**config.mk**
```make
export PLATFORM = sky130hd
export DESIGN_NAME = stream_alu_cell
export DESIGN_NICKNAME = d
export VERILOG_FILES = /design/src/rtl/sac_pkg.sv /design/src/rtl/sac_operand_slot.sv /design/src/rtl/sac_hold_reg.sv /design/src/rtl/sac_alu.sv /design/src/rtl/stream_alu_cell.sv
export SDC_FILE = /design/constraint.sdc
export NUM_CORES = 2
export LEC_CHECK = 0
export ABC_CLOCK_PERIOD_IN_PS = 13000
export BUFFER_PORTS_ARGS = -buffer_cell sky130_fd_sc_hd__buf_2
export CORE_ASPECT_RATIO = 1.5
export CORE_UTILIZATION = 65
export CTS_BUF_LIST = sky130_fd_sc_hd__clkbuf_8
export CTS_CLUSTER_SIZE = 16
export DETAILED_ROUTE_END_ITERATION = 8
export GPL_TIMING_DRIVEN = 0
export PLACE_DENSITY = 0.95
export SETUP_SLACK_MARGIN = 0.02
export SYNTH_ARGS = -nofsm -noshare
export SYNTH_HDL_FRONTEND = slang
export SYNTH_SLANG_ARGS = --single-unit
```
**constraint.sdc**
```tcl
create_clock -name clk -period 13 [get_ports clk]
set_input_delay 1.3 -clock clk [delete_from_list [all_inputs] [get_ports clk]]
set_output_delay 1.3 -clock clk [all_outputs]
set_load 0.02 [all_outputs]
```
**src/rtl/sac_pkg.sv**
```systemverilog
package sac_pkg;

    localparam int N_OPND = 3;
    localparam int SEL_W  = $clog2(N_OPND + 1);
    localparam int EVT_W  = 2;
    localparam int EVT_OVF  = 0;
    localparam int EVT_TERM = 1;

    typedef enum logic [3:0] {
        OP_ADD  = 4'd0,
        OP_SUB  = 4'd1,
        OP_AND  = 4'd2,
        OP_OR   = 4'd3,
        OP_XOR  = 4'd4,
        OP_SHL  = 4'd5,
        OP_MADD = 4'd6,
        OP_SORT = 4'd7,
        OP_CNT  = 4'd8
    } opcode_e;

    typedef enum logic [1:0] {
        ST_RUN   = 2'd0,
        ST_HOLD  = 2'd1,
        ST_SORT2 = 2'd2
    } cell_state_e;

endpackage

```
**src/rtl/sac_operand_slot.sv**
```systemverilog
module sac_operand_slot #(
    parameter int W = 32
) (
    input  logic         clk,
    input  logic         rst_n,
    input  logic         clear,
    input  logic         use_en,
    input  logic         pre_en,
    input  logic         pre_we,
    input  logic [W-1:0] pre_wdata,
    input  logic         tok_valid,
    output logic         tok_ready,
    input  logic [W-1:0] tok_data,
    input  logic         take,
    output logic         avail,
    output logic [W-1:0] value
);

    logic         full;
    logic [W-1:0] held;
    logic [W-1:0] pre_val;
    logic         wants_token;

    assign wants_token = use_en && !pre_en;
    assign tok_ready   = wants_token && (!full || take);
    assign avail       = !wants_token || full;

    always_comb begin
        if (pre_en) begin
            value = pre_val;
        end else if (use_en) begin
            value = held;
        end else begin
            value = '0;
        end
    end

    always_ff @(posedge clk or negedge rst_n) begin
        if (!rst_n) begin
            full <= 1'b0;
            held <= '0;
        end else if (clear) begin
            full <= 1'b0;
        end else if (tok_valid && tok_ready) begin
            full <= 1'b1;
            held <= tok_data;
        end else if (take) begin
            full <= 1'b0;
        end
    end

    always_ff @(posedge clk or negedge rst_n) begin
        if (!rst_n) begin
            pre_val <= '0;
        end else if (pre_we) begin
            pre_val <= pre_wdata;
        end
    end

endmodule

```
**src/rtl/sac_hold_reg.sv**
```systemverilog
module sac_hold_reg #(
    parameter int W = 32
) (
    input  logic         clk,
    input  logic         rst_n,
    input  logic         load,
    input  logic [W-1:0] din,
    input  logic         ready,
    output logic         valid,
    output logic [W-1:0] dout
);

    always_ff @(posedge clk or negedge rst_n) begin
        if (!rst_n) begin
            valid <= 1'b0;
            dout  <= '0;
        end else if (load) begin
            valid <= 1'b1;
            dout  <= din;
        end else if (ready) begin
            valid <= 1'b0;
        end
    end

endmodule

```
**src/rtl/sac_alu.sv**
```systemverilog
module sac_alu
    import sac_pkg::*;
#(
    parameter int W = 32
) (
    input  logic [3:0]       op,
    input  logic [W-1:0]     a,
    input  logic [W-1:0]     b,
    input  logic [W-1:0]     c,
    input  logic             cnt_run,
    input  logic [W-1:0]     cnt_val,
    output logic [W-1:0]     res,
    output logic [W-1:0]     res_hi,
    output logic [EVT_W-1:0] flags,
    output logic             cnt_run_n,
    output logic [W-1:0]     cnt_val_n
);

    localparam int SH_W  = $clog2(W);
    localparam int ACC_W = 2 * W + 2;

    logic signed [2*W-1:0]   prod;
    logic        [ACC_W-1:0] acc;
    logic        [W:0]       top_bits;
    logic        [W-1:0]     sum, dif, cnt_next;
    logic                    a_lt_b;

    assign sum      = a + b;
    assign dif      = a - b;
    assign prod     = $signed(a) * $signed(b);
    assign acc      = {{2{prod[2*W-1]}}, prod} + {{(W + 2){c[W-1]}}, c};
    assign top_bits = acc[ACC_W-1:W-1];
    assign a_lt_b   = $signed(a) < $signed(b);

    always_comb begin
        if (cnt_run) begin
            cnt_next = cnt_val - 1'b1;
        end else if (a == '0) begin
            cnt_next = '0;
        end else begin
            cnt_next = a - 1'b1;
        end
    end

    always_comb begin
        res       = '0;
        res_hi    = '0;
        flags     = '0;
        cnt_run_n = cnt_run;
        cnt_val_n = cnt_val;
        case (op)
            OP_ADD: begin
                res            = sum;
                flags[EVT_OVF] = (a[W-1] == b[W-1]) && (sum[W-1] != a[W-1]);
            end
            OP_SUB: begin
                res            = dif;
                flags[EVT_OVF] = (a[W-1] != b[W-1]) && (dif[W-1] != a[W-1]);
            end
            OP_AND: res = a & b;
            OP_OR:  res = a | b;
            OP_XOR: res = a ^ b;
            OP_SHL: res = a << b[SH_W-1:0];
            OP_MADD: begin
                res            = acc[W-1:0];
                flags[EVT_OVF] = !((&top_bits) || (~|top_bits));
            end
            OP_SORT: begin
                res    = a_lt_b ? a : b;
                res_hi = a_lt_b ? b : a;
            end
            OP_CNT: begin
                res             = cnt_next;
                flags[EVT_TERM] = (cnt_next == '0);
                cnt_run_n       = (cnt_next != '0);
                cnt_val_n       = cnt_next;
            end
            default: res = a;
        endcase
    end

endmodule

```
**src/rtl/stream_alu_cell.sv**
```systemverilog
module stream_alu_cell
    import sac_pkg::*;
#(
    parameter int DATA_W = 32
) (
    input  logic                     clk,
    input  logic                     rst_n,
    input  logic                     cfg_we,
    input  logic [SEL_W-1:0]         cfg_sel,
    input  logic [DATA_W-1:0]        cfg_data,
    input  logic [N_OPND-1:0]        in_valid,
    output logic [N_OPND-1:0]        in_ready,
    input  logic [N_OPND*DATA_W-1:0] in_data,
    output logic                     out_valid,
    input  logic                     out_ready,
    output logic [DATA_W-1:0]        out_data,
    output logic                     evt_valid,
    input  logic                     evt_ready,
    output logic [EVT_W-1:0]         evt_flags
);

    cell_state_e state, state_n;

    logic [3:0]        cfg_op;
    logic [N_OPND-1:0] cfg_use, cfg_pre;
    logic [N_OPND-1:0] need_mask;
    logic [N_OPND-1:0] slot_avail;
    logic [DATA_W-1:0] opnd [N_OPND];

    logic              idle, cfg_acc, fire, out_room, evt_room, is_sort;
    logic              out_load;
    logic [DATA_W-1:0] out_din;
    logic [DATA_W-1:0] alu_res, alu_hi, sort_hi;
    logic [EVT_W-1:0]  alu_flags;
    logic              cnt_run, cnt_run_n;
    logic [DATA_W-1:0] cnt_val, cnt_val_n;

    assign need_mask = cfg_use & ~cfg_pre;
    assign idle      = (state == ST_RUN) && !evt_valid;
    assign cfg_acc   = cfg_we && idle;
    assign is_sort   = (cfg_op == OP_SORT);
    assign evt_room  = !evt_valid || evt_ready;
    assign fire      = (&slot_avail) && out_room && evt_room && !cfg_acc;

    // configuration registers
    always_ff @(posedge clk or negedge rst_n) begin
        if (!rst_n) begin
            cfg_op  <= OP_ADD;
            cfg_use <= 3'b011;
            cfg_pre <= '0;
        end else if (cfg_acc && cfg_sel == '0) begin
            cfg_op  <= cfg_data[3:0];
            cfg_use <= cfg_data[6:4];
            cfg_pre <= cfg_data[10:8];
        end
    end

    // operand slots
    for (genvar i = 0; i < N_OPND; i++) begin : g_slot
        sac_operand_slot #(.W(DATA_W)) u_slot (
            .clk       (clk),
            .rst_n     (rst_n),
            .clear     (cfg_acc),
            .use_en    (cfg_use[i]),
            .pre_en    (cfg_pre[i]),
            .pre_we    (cfg_acc && (cfg_sel == SEL_W'(i + 1))),
            .pre_wdata (cfg_data),
            .tok_valid (in_valid[i]),
            .tok_ready (in_ready[i]),
            .tok_data  (in_data[i*DATA_W +: DATA_W]),
            .take      (fire && need_mask[i]),
            .avail     (slot_avail[i]),
            .value     (opnd[i])
        );
    end

    sac_alu #(.W(DATA_W)) u_alu (
        .op        (cfg_op),
        .a         (opnd[0]),
        .b         (opnd[1]),
        .c         (opnd[2]),
        .cnt_run   (cnt_run),
        .cnt_val   (cnt_val),
        .res       (alu_res),
        .res_hi    (alu_hi),
        .flags     (alu_flags),
        .cnt_run_n (cnt_run_n),
        .cnt_val_n (cnt_val_n)
    );

    // counter and second sort value
    always_ff @(posedge clk or negedge rst_n) begin
        if (!rst_n) begin
            cnt_run <= 1'b0;
            cnt_val <= '0;
            sort_hi <= '0;
        end else if (cfg_acc) begin
            cnt_run <= 1'b0;
            cnt_val <= '0;
        end else if (fire) begin
            cnt_run <= cnt_run_n;
            cnt_val <= cnt_val_n;
            if (is_sort) begin
                sort_hi <= alu_hi;
            end
        end
    end

    // state register
    always_ff @(posedge clk or negedge rst_n) begin
        if (!rst_n) begin
            state <= ST_RUN;
        end else begin
            state <= state_n;
        end
    end

    // next state and buffer control
    always_comb begin
        state_n  = state;
        out_room = 1'b0;
        out_load = 1'b0;
        out_din  = alu_res;
        unique case (state)
            ST_RUN: begin
                out_room = 1'b1;
                if (fire) begin
                    out_load = 1'b1;
                    state_n  = is_sort ? ST_SORT2 : ST_HOLD;
                end
            end
            ST_HOLD: begin
                out_room = out_ready;
                if (fire) begin
                    out_load = 1'b1;
                    state_n  = is_sort ? ST_SORT2 : ST_HOLD;
                end else if (out_ready) begin
                    state_n = ST_RUN;
                end
            end
            ST_SORT2: begin
                out_room = 1'b0;
                out_din  = sort_hi;
                if (out_ready) begin
                    out_load = 1'b1;
                    state_n  = ST_HOLD;
                end
            end
            default: state_n = ST_RUN;
        endcase
    end

    sac_hold_reg #(.W(DATA_W)) u_out_buf (
        .clk   (clk),
        .rst_n (rst_n),
        .load  (out_load),
        .din   (out_din),
        .ready (out_ready),
        .valid (out_valid),
        .dout  (out_data)
    );

    sac_hold_reg #(.W(EVT_W)) u_evt_buf (
        .clk   (clk),
        .rst_n (rst_n),
        .load  (fire && (|alu_flags)),
        .din   (alu_flags),
        .ready (evt_ready),
        .valid (evt_valid),
        .dout  (evt_flags)
    );

endmodule

```
==> impl_metrics.json, run 1 <==
{
  "synth_area_um2": 58660,
  "failed_stage": "global routing",
  "rows": 134,
  "async_flop_share_pct": 100.0,
  "cts.sinks": 308,
  "synthFlopType": "dfrtp_1",
  "synth_area_leader_cell": "fa_1",
  "clockBufferDepth": 3,
  "cts_root_buffer": "clkbuf_8",
  "fp.dieW_um": 247.3,
  "io_buffers": 176,
  "grt_pass1_wl_mm": 533.5,
  "synth_top_family_by_area": "adder cells",
  "ys_warn_count": 0,
  "synth_xor_area_share_pct": 1.866,
  "globalplace.congestion": 1.271,
  "grt_usage_pct": 81.05,
  "cts_buffers": 46,
  "synth-seq-area-share_pct": 13.14,
  "initial_core_util_pct": 65.77,
  "dp_slack_ps": -2017,
  "synth_area_leaders": "fa_1 38%, dfrtp_1 13%, ha_1 6.7%, inv_1 6.1%, nand2_1 5.5%",
  "synth_compound_area_share_pct": 12.91,
  "ys_ff_latch": 308,
  "error_line": "[ERROR GRT-0116] Global routing finished with congestion. Check the congestion regions in the DRC Viewer.",
  "synth_cells": 6492,
  "synth_fa_ha_area_share_pct": 44.82,
  "htreeDepth": 2,
  "status": "aborted with a tool error",
  "synth_mux_area_share_pct": 4.648,
  "grt_pass1_vias": 68634,
  "synth_common_cells": "1116 x fa_1, 960 x inv_1, 864 x nand2_1",
  "grt_overflow": 573,
  "synth_edf_count": 0,
  "pin_count": 177,
  "synth_nets": 8062,
  "grt_max_degree": 130,
  "hpwl_mm": 241.4,
  "yosys.cell_count.top_type": "fa_1",
  "synth.top_cell.area_share_pct": 38.08,
  "ys_types": 114,
  "die_h_um": 369.9,
  "synthSimpleGateAreaFrac_pct": 13.30,
  "syn_area_per_cell_um2": 9.036
}
## through the flow
step	utilization (%)	cell area, um^2	cells
detailed placement	68.51	61100	7829
global placement	68.38	60990	7824
CTS	69.83	62280	7910
floorplan	-	58660	6492
## cells by family after synthesis
family	count (synthesis)
AOI/OAI and AO/OA	1132
buffers and inverters	1411
DFF	308
xor gates and xnor gates	125
adders and majority gates	1432
muxes	247
and+or+nand+nor	1837
## routing by layer
metal / GRT usage, % / GRT overflow
met1: 79.99 / 7
met2: 95.83 / 295
met3: 67.81 / 5
met4: 82.00 / 265
met5: 39.14 / 1
## repair_timing
action	in CTS
resized for setup	50
setup endpoints to repair	3
hold buffers	0
pin swaps	1
setup buffers	11
==> run 2: changes to the inputs <==
Settings changed: CORE_ASPECT_RATIO 1.5 to unset, CORE_UTILIZATION 65 to 40, CTS_BUF_LIST sky130_fd_sc_hd__clkbuf_8 to unset, CTS_CLUSTER_SIZE 16 to unset, PLACE_DENSITY 0.95 to unset, PLACE_DENSITY_LB_ADDON set to 0.15, SETUP_SLACK_MARGIN 0.02 to unset.
==> run 2 against run 1 <==
Against the previous run:
- the flow now finishes, with violations (DRC, capacitance limit, slew limit)
- synthesized cell count is the same
- synthesized area is the same
==> impl_metrics.json, run 2 <==
{
  "status": "finished with violations",
  "violations": "DRC, capacitance limit, slew limit",
  "path_buf_inv": 10,
  "vias": 52945,
  "r2r_end": "u_evt_buf.valid$_DFFE_PN0P_",
  "yosys.cell_count.top_type": "fa_1",
  "antenna_found_initial": 25,
  "nFillCells": 14767,
  "synthFlopType": "dfrtp_1",
  "cts_buffers": 30,
  "hp-class": "register to register",
  "worst_pin_slew_ps": 1566,
  "synth_area_um2": 58660,
  "cpLargestDelayFamily": "adder cells",
  "area_growth_pct": 8.380,
  "fin_nets": 8281,
  "clockBufferDepth": 3,
  "pin_count": 177,
  "multi_input_area_um2": 45690,
  "crit_path_frequent_cell": "fa_1",
  "drc": 2,
  "grt_overflow": 0,
  "layout_min_cycle_time_ps": 12950,
  "r2r_setup_slack_ps": 50,
  "postRouteAntennaNets": 0,
  "final_common_cell": "fa_1",
  "drv_slew": 14,
  "synth_area_leaders": "fa_1 38%, dfrtp_1 13%, ha_1 6.7%, inv_1 6.1%, nand2_1 5.5%",
  "cts_tree": "yes",
  "cts.sinks": 308,
  "crit_type": "register to register",
  "layout.cells.non_filler": 8659,
  "synth_area_leader_cell": "fa_1",
  "clk_latency_ps": 630,
  "finalCritPeriodShare_pct": 99.61,
  "synth_edf_count": 0,
  "finalSetupViolCount": 0,
  "synth_cells": 6492,
  "seqCellArea_um2": 7711,
  "drive_above_1_share_pct": 10.05,
  "syn_area_per_cell_um2": 9.036,
  "fp.dieW_um": 385.0,
  "rr_worst_depth": 34,
  "synth-seq-area-share_pct": 13.14,
  "final_cell_mix": "1114 x fa_1, 952 x inv_1, 864 x nand2_1",
  "firstDrtPassIters": 9,
  "skew_ps": 49.84,
  "hold_end": "sort_hi[24]$_DFFE_PN0P_",
  "hold_viol_final": 0,
  "maxCapViolations": 3,
  "reg.largest.list": "g_slot.u_slot.held: 96 flops, g_slot.u_slot.pre_val: 96 flops",
  "max_clock_freq_mhz": 77.22,
  "cpPeakStageDelay_ps": 600,
  "async_flop_share_pct": 100.0,
  "endpoint_kind": "register",
  "initial_core_util_pct": 40.30,
  "crit_slowest_cell": "clkdlybuf4s15_2",
  "cts_root_buffer": "clkbuf_16",
  "rows": 140,
  "ys_ff_latch": 308,
  "wl_per_cell_um": 34.51,
  "critPathLaunchType": "register",
  "cp.required_ps": 13450,
  "synth_common_cells": "1116 x fa_1, 960 x inv_1, 864 x nand2_1",
  "wirelength_mm": 298.8,
  "core-area_um2": 145600,
  "die_h_um": 385.0,
  "dpl_cell_area_um2": 62080,
  "grt_usage_pct": 40.91,
  "first_iter_violations": 6405,
  "io_buffers": 176,
  "hp-start": "sort_hi[24]$_DFFE_PN0P_",
  "htreeDepth": 1,
  "grt_pass1_wl_mm": 422.0,
  "rsz0062_at_grt": "false",
  "grt_pass1_vias": 54709,
  "slew-limit-headroom_pct": -4.391,
  "grt_max_degree": 121,
  "crit_fanout": 10,
  "synth.top_cell.area_share_pct": 38.08,
  "cp_data_arrival_time_ps": 13400,
  "hpwl_mm": 250.4,
  "globalplace.congestion": 1.100,
  "min_path_cells": 2,
  "cts.clk_slew.worst_paths_ps": 70,
  "r2r-start": "cfg_use[0]$_DFFE_PN1P_",
  "ys_types": 114,
  "via_per_inst": 6.114,
  "synth_nets": 8062,
  "finalInstanceArea_um2": 63580,
  "dp_cells": 8591,
  "dieArea_um2": 148200,
  "ys_warn_count": 0
}
run 2: cell counts after synthesis:
No cell type changed its count.
run 2: tightest hold or removal path, stage by stage, from the launching register on:
cell and delay (ps):
dfrtp_1 340, nand2_1 40, o21ai_0 60
run 2: metrics by stage:
stage                     hold slack [ps]  worst slack [ps]  setup TNS (ps)  util [%]
final                               478.2             50.39               0     43.68
after floorplan                     441.8              2755               0         -
after detailed placement            463.2             -2644          -10040     42.64
after CTS                           478.9             9.639               0     43.50
after global placement              452.5             -2695          -10340     42.55
after global routing                502.7             3.077               0     43.67
run 2: logic make-up after synthesis:
group           after synthesis  share of synthesized area (%)
simple gates               1837                          13.30
fa+ha+maj                  1432                          44.82
buf+inv                    1411                          9.308
compound gates             1132                          12.91
flops                       308                          13.14
mux                         247                          4.648
xor+xnor                    125                          1.866
run 2: routing by layer:
metal  up-vias  track usage (%)  routed length (um)
met1     27522            52.99              115900
met2      3191            59.87              124800
li1      21421                -                   -
met3       793            11.62               33090
met4        18            26.18               24880
met5         -                0                 116
run 2: final cells by class:
cell class | instances | share of cell area, %
multi-input combinational | 4773 | 71.86
sequential | 308 | 12.13
inverter | 988 | 5.898
tap | 1917 | 3.773
buffer | 400 | 2.804
timing repair buffer | 210 | 1.925
clock buffer | 35 | 1.258
clock inverter | 20 | 0.3227
antenna | 8 | 0.03149
run 2: timing repair:
action	in CTS	in global routing
pin swaps	0	2
gates resized for setup	68	82
endpoints found under the setup margin	10	3
setup buffers	14	12
hold buffers	0	0
run 2: worst max-delay path by stage:
stage                                       from                     endpoint  slack, ps  cells after the start
after floorplan           cfg_use[1]$_DFFE_PN1P_  u_evt_buf.valid$_DFFE_PN0P_       2760                     33
after global placement    cfg_pre[1]$_DFFE_PN0P_  u_evt_buf.valid$_DFFE_PN0P_      -2690                     33
after detailed placement  cfg_pre[1]$_DFFE_PN0P_  u_evt_buf.valid$_DFFE_PN0P_      -2640                     36
after CTS                 cfg_pre[1]$_DFFE_PN0P_  u_evt_buf.valid$_DFFE_PN0P_         10                     30
after global routing      cfg_pre[0]$_DFFE_PN0P_  u_evt_buf.valid$_DFFE_PN0P_          3                     35
final                     cfg_use[0]$_DFFE_PN1P_  u_evt_buf.valid$_DFFE_PN0P_         50                     34
Power of run 2 is left out: the tool's default activity adds up to more than one toggle a clock period on the data nets, which glitch-free logic cannot reach.
